===== src/rtl/reb_pkg.sv =====
package reb_pkg;

    parameter int REB_TAG_W   = 20;
    parameter int REB_BLKS    = 16;
    parameter int REB_WAY_W   = 4;
    parameter int REB_ENTRIES = 12;
    parameter int REB_BLK_W   = $clog2(REB_BLKS);

    typedef logic [REB_WAY_W-1:0] way_t;

    // One buffered victim region: tag, resident mask, way per block.
    typedef struct packed {
        logic [REB_TAG_W-1:0] tag;
        logic [REB_BLKS-1:0]  live;
        way_t [REB_BLKS-1:0]  way;
    } region_t;

    // One block eviction request toward the data array.
    typedef struct packed {
        logic [REB_TAG_W-1:0] tag;
        logic [REB_BLK_W-1:0] blk;
        way_t                 way;
    } blk_req_t;

endpackage


===== src/rtl/reb_first_set.sv =====
module reb_first_set #(
    parameter int W   = 16,
    parameter int IDX = $clog2(W)
) (
    input  logic [W-1:0]   vec,
    output logic           found,
    output logic [IDX-1:0] idx
);
    // Lowest set bit wins: scan from the top so the lowest index is written last.
    always_comb begin
        found = |vec;
        idx   = '0;
        for (int i = W - 1; i >= 0; i--) begin
            if (vec[i]) idx = IDX'(i);
        end
    end
endmodule


===== src/rtl/reb_tag_match.sv =====
module reb_tag_match #(
    parameter int N     = 12,
    parameter int TAG_W = 20
) (
    input  logic [N-1:0]       valid,
    input  logic [N*TAG_W-1:0] tags,
    input  logic [TAG_W-1:0]   key,
    output logic               hit
);
    logic [N-1:0] per_slot;

    for (genvar i = 0; i < N; i++) begin : g_cmp
        assign per_slot[i] = valid[i] && (tags[i*TAG_W +: TAG_W] == key);
    end

    assign hit = |per_slot;
endmodule


===== src/rtl/region_evict_buffer.sv =====
module region_evict_buffer
    import reb_pkg::*;
#(
    parameter int ENTRIES = REB_ENTRIES
) (
    input  logic                      clk,
    input  logic                      rst,
    input  logic                      victim_valid,
    input  logic [REB_TAG_W-1:0]      victim_tag,
    input  logic [REB_BLKS-1:0]       victim_live,
    input  logic [REB_BLKS*REB_WAY_W-1:0] victim_ways,
    output logic                      stall,
    output logic                      evict_valid,
    output logic [REB_TAG_W-1:0]      evict_tag,
    output logic [REB_BLK_W-1:0]      evict_blk,
    output logic [REB_WAY_W-1:0]      evict_way,
    input  logic                      evict_ack,
    input  logic [REB_TAG_W-1:0]      lookup_tag,
    output logic                      lookup_hit,
    output logic [ENTRIES-1:0]        slot_busy
);
    localparam int PTR_W = (ENTRIES > 1) ? $clog2(ENTRIES) : 1;

    region_t              slots [ENTRIES];
    logic [ENTRIES-1:0]   occ;
    logic [PTR_W-1:0]     head, tail;

    region_t              head_ent;
    region_t              incoming;
    blk_req_t             req;
    logic                 head_found;
    logic [REB_BLK_W-1:0] head_blk;
    logic [REB_BLKS-1:0]  head_left;
    logic                 accept, retire, last_blk;
    logic [ENTRIES*REB_TAG_W-1:0] tag_flat;

    function automatic logic [PTR_W-1:0] bump(input logic [PTR_W-1:0] p);
        return (p == PTR_W'(ENTRIES - 1)) ? '0 : p + PTR_W'(1);
    endfunction

    assign head_ent = slots[head];

    assign incoming.tag  = victim_tag;
    assign incoming.live = victim_live;
    assign incoming.way  = victim_ways;

    reb_first_set #(.W(REB_BLKS), .IDX(REB_BLK_W)) u_pick (
        .vec   (head_ent.live),
        .found (head_found),
        .idx   (head_blk)
    );

    for (genvar i = 0; i < ENTRIES; i++) begin : g_tags
        assign tag_flat[i*REB_TAG_W +: REB_TAG_W] = slots[i].tag;
    end

    reb_tag_match #(.N(ENTRIES), .TAG_W(REB_TAG_W)) u_match (
        .valid (occ),
        .tags  (tag_flat),
        .key   (lookup_tag),
        .hit   (lookup_hit)
    );

    assign req.tag = head_ent.tag;
    assign req.blk = head_blk;
    assign req.way = head_ent.way[head_blk];

    assign stall       = &occ;
    assign evict_valid = occ[head] && head_found;
    assign evict_tag   = req.tag;
    assign evict_blk   = req.blk;
    assign evict_way   = req.way;
    assign slot_busy   = occ;

    assign accept    = victim_valid && !stall && (|victim_live);
    assign retire    = evict_valid && evict_ack;
    assign head_left = head_ent.live & ~(REB_BLKS'(1) << head_blk);
    assign last_blk  = (head_left == '0);

    // Tail == head only when empty (no retire) or full (no accept),
    // so the two writes below never land on the same slot.
    always_ff @(posedge clk) begin
        if (rst) begin
            occ  <= '0;
            head <= '0;
            tail <= '0;
        end else begin
            if (accept) begin
                slots[tail] <= incoming;
                occ[tail]   <= 1'b1;
                tail        <= bump(tail);
            end
            if (retire) begin
                slots[head].live <= head_left;
                if (last_blk) begin
                    occ[head] <= 1'b0;
                    head      <= bump(head);
                end
            end
        end
    end
endmodule


===== config.mk =====
export PLATFORM = sky130hd
export DESIGN_NAME = region_evict_buffer
export DESIGN_NICKNAME = d
export VERILOG_FILES = /design/src/rtl/reb_pkg.sv /design/src/rtl/reb_first_set.sv /design/src/rtl/reb_tag_match.sv /design/src/rtl/region_evict_buffer.sv
export SDC_FILE = /design/constraint.sdc
export NUM_CORES = 2
export LEC_CHECK = 0
export ABC_AREA = 1
export BUFFER_PORTS_ARGS = -buffer_cell sky130_fd_sc_hd__buf_2
export CORE_AREA = 5 5 391 393
export CTS_CLUSTER_SIZE = 25
export DETAILED_ROUTE_END_ITERATION = 10
export DIE_AREA = 0 0 396 398
export PLACE_DENSITY = 0.58
export SYNTH_ARGS = -nofsm -noshare
export SYNTH_HDL_FRONTEND = slang
export SYNTH_SLANG_ARGS = --single-unit

===== constraint.sdc =====
create_clock -name clk -period 13.49 [get_ports clk]
set_clock_uncertainty 0.2 [all_clocks]
set_input_delay 1.349 -clock clk [delete_from_list [all_inputs] [get_ports clk]]
set_output_delay 1.349 -clock clk [all_outputs]
set_load 0.05 [all_outputs]

==> results_dict.tcl <==
set metrics [dict create \
    coreArea_sq_um 149000 \
    slew_viol_final 0 \
    cp-end-kind "output port" \
    synth_cells 5836 \
    syn2layout_area_growth_pct 11.1 \
    synthTopCellsByArea "edfxtp_1 69%, o21ai_0 7.7%, nor2_1 5.3%, o221ai_1 2.5%, o22ai_1 2.1%" \
    synth_nets 5968 \
    rrSetupSlack_ns 6.87 \
    grt_pass1_wl_um 330000 \
    start_util 0.466 \
    synth_area_leader_cell "edfxtp_1" \
    finalWorstSetupSlack_ns 5.03 \
    finalSetupViolCount 0 \
    cap_violations 0 \
    p_total_mw 10.5 \
    leakage_nw 25.6 \
    ys_warn_count 0 \
    syn_area_sq_um 69400 \
    clock-root-buffer "clkbuf_16" \
    drive_above_1_share 0.0895 \
    worst_setup_path_start_kind "flip-flop" \
    irDropWorstVdd_mv 0.112 \
    cts_resized 0 \
    drc 0 \
    grt_max_degree 199 \
    final_cell_mix "1600 x edfxtp_1, 1066 x o21ai_0, 973 x nor2_1" \
    dr.first_iter.drc_count 6162 \
    outcome "finished clean" \
    wl_per_cell_um 29.2 \
    synth_top_area_frac 0.692 \
    ys_types 51 \
    critical_path_class "reg2out" \
    min_path_type "reg2reg" \
    slew_headroom 0.120 \
    io_pins 167 \
    arrival_ns 6.91 \
    cts.clk_slew.worst_paths_ns 0.06 \
    drt-pass1-iter-count 7 \
    slowest_stage "buf_4" \
    grt_overflow 0 \
    std_cell_rows 142 \
    nFillCells 12860 \
    worst-slew-pin-transition_ns 1.32 \
    die_height_um 398 \
    ys_seq_area_frac 0.699 \
    globalplace.congestion 1.01 \
    cts_tree "built" \
    critPathMaxFanout 198 \
    antenna_found_initial 36 \
    cts_hold_buf 0 \
    required_ns 11.94 \
    dp_slack_ns 5.99 \
    min_period_ns 8.46 \
    vias 49738 \
    viasPerCell 6.30 \
    cts.path.max_buffers 3 \
    critPathMostFrequentCell "nand2_1" \
    multiInputGateArea_sq_um 18200 \
    io_buffers 166 \
    fin_tns_setup_ns 0 \
    wl_um 231000 \
    grt_usage 0.285 \
    fmax_mhz 118 \
    numCtsBuffers 170 \
    power_density_nw_per_um2 137 \
    rsz0062_at_grt "no" \
    htreeDepth 4 \
    final_common_cell "edfxtp_1" \
    grt_pass1_vias 46052 \
    ys_ff_latch 1624 \
    final_util 0.517 \
    dieArea_sq_um 158000 \
    regArea_sq_um 48500 \
    numClockSinks 1624 \
    cpPeakStageDelay_ns 0.90 \
    clock_latency_ns 0.82 \
    ant_nets 0 \
    timing.final.crit_share 0.627 \
    hold_viol 0 \
    syn_area_per_cell_sq_um 11.9 \
    whs_ns 0.341 \
    dp_hpwl_um 130000 \
    fin_nets 5939 \
    die_width_um 396 \
    cts_setup_buffers 0 \
]
worst max-delay path: cells and delay by family (launching register included):
kind / cells / cell delay, ns
AO/OA/AOI/OAI: 3 / 0.82
buffers and inverters: 5 / 2.18
AND/OR/NAND/NOR: 21 / 2.41
flip-flops: 1 / 0.55
synth_stat cells (all sizes together):
cell and instances:
a221oi 19, o221a 3, o31ai 3, or4 1, a31oi 33, o221ai 198
nor4 40, clkinv 10, a221o 2, dfxtp 24, buf 73, ha 8
a311oi 1, a211oi 12, nand4 36, nand3 264, o41ai 2, or2 1
nor3 18, xnor2 40, o2111ai 12, and3 2, o211ai 54, nand2 231
edfxtp 1600, inv 255, o21ai 1123, nor2 984, clkbuf 372, xor2 60
o2111a 2, o21bai 2, a21oi 110, a2111oi 3, o22ai 238
through the flow:
step,area [sq um],instances
after floorplan,69400,5836
after global placement,71700,7579
after detailed placement,71700,7579
after CTS,77100,7887
after global routing,77100,7893
final,77100,7899
report_power, final:
part	switching, mW	internal, mW
Sequential	0.0129	5.57
Combinational	0.291	0.0696
Clock	1.98	2.61
Total	2.29	8.25
worst paths after layout:
path | start | end | cells past startpoint
max | flip-flop | evict_way[0] | 29
min | tail[0]$_SDFFE_PP0P_ | tail[0]$_SDFFE_PP0P_ | 2
max reg2reg | flip-flop | flip-flop | 30
min reg2reg | tail[0]$_SDFFE_PP0P_ | tail[0]$_SDFFE_PP0P_ | 2
state kept, by name (all words and copies together), names as in the netlist, named ones only:
| name | count |
|---|---|
| head | 4 |
| slot_busy | 12 |
| tail | 4 |
| slots | 1600 |
area by class of cell:
class | instances | share of cell area
flip-flops and latches | 1624 | 0.629
multi-input cells | 3502 | 0.235
clock buffers | 220 | 0.0589
well taps | 1944 | 0.0315
repair buffers | 244 | 0.0200
inverters | 265 | 0.0135
clock inverters | 88 | 0.0110
diodes | 12 | 0.000389
per-layer routing:
layer	part of all wire	wire, um	track usage	up-vias
li1	-	-	-	21712
met1	0.41	94300	0.399	24907
met2	0.46	106000	0.446	2627
met3	0.098	22700	0.0658	468
met4	0.032	7460	0.0909	24
met5	0.00070	161	0	-
cell families (layout without fill, tap and decap cells):
logic type                 count (synthesis)  in the layout  synth area share
buffers and inverters                    710            817            0.0406
DFF                                     1624           1624             0.699
and+or+nand+nor                         1577           1577            0.0942
other                                      0             12                 0
adders and majority gates                  8              8           0.00144
xor gates and xnor gates                 100            100            0.0126
AOI/OAI and AO/OA                       1817           1817             0.152
(Power assumes the default switching activity.)
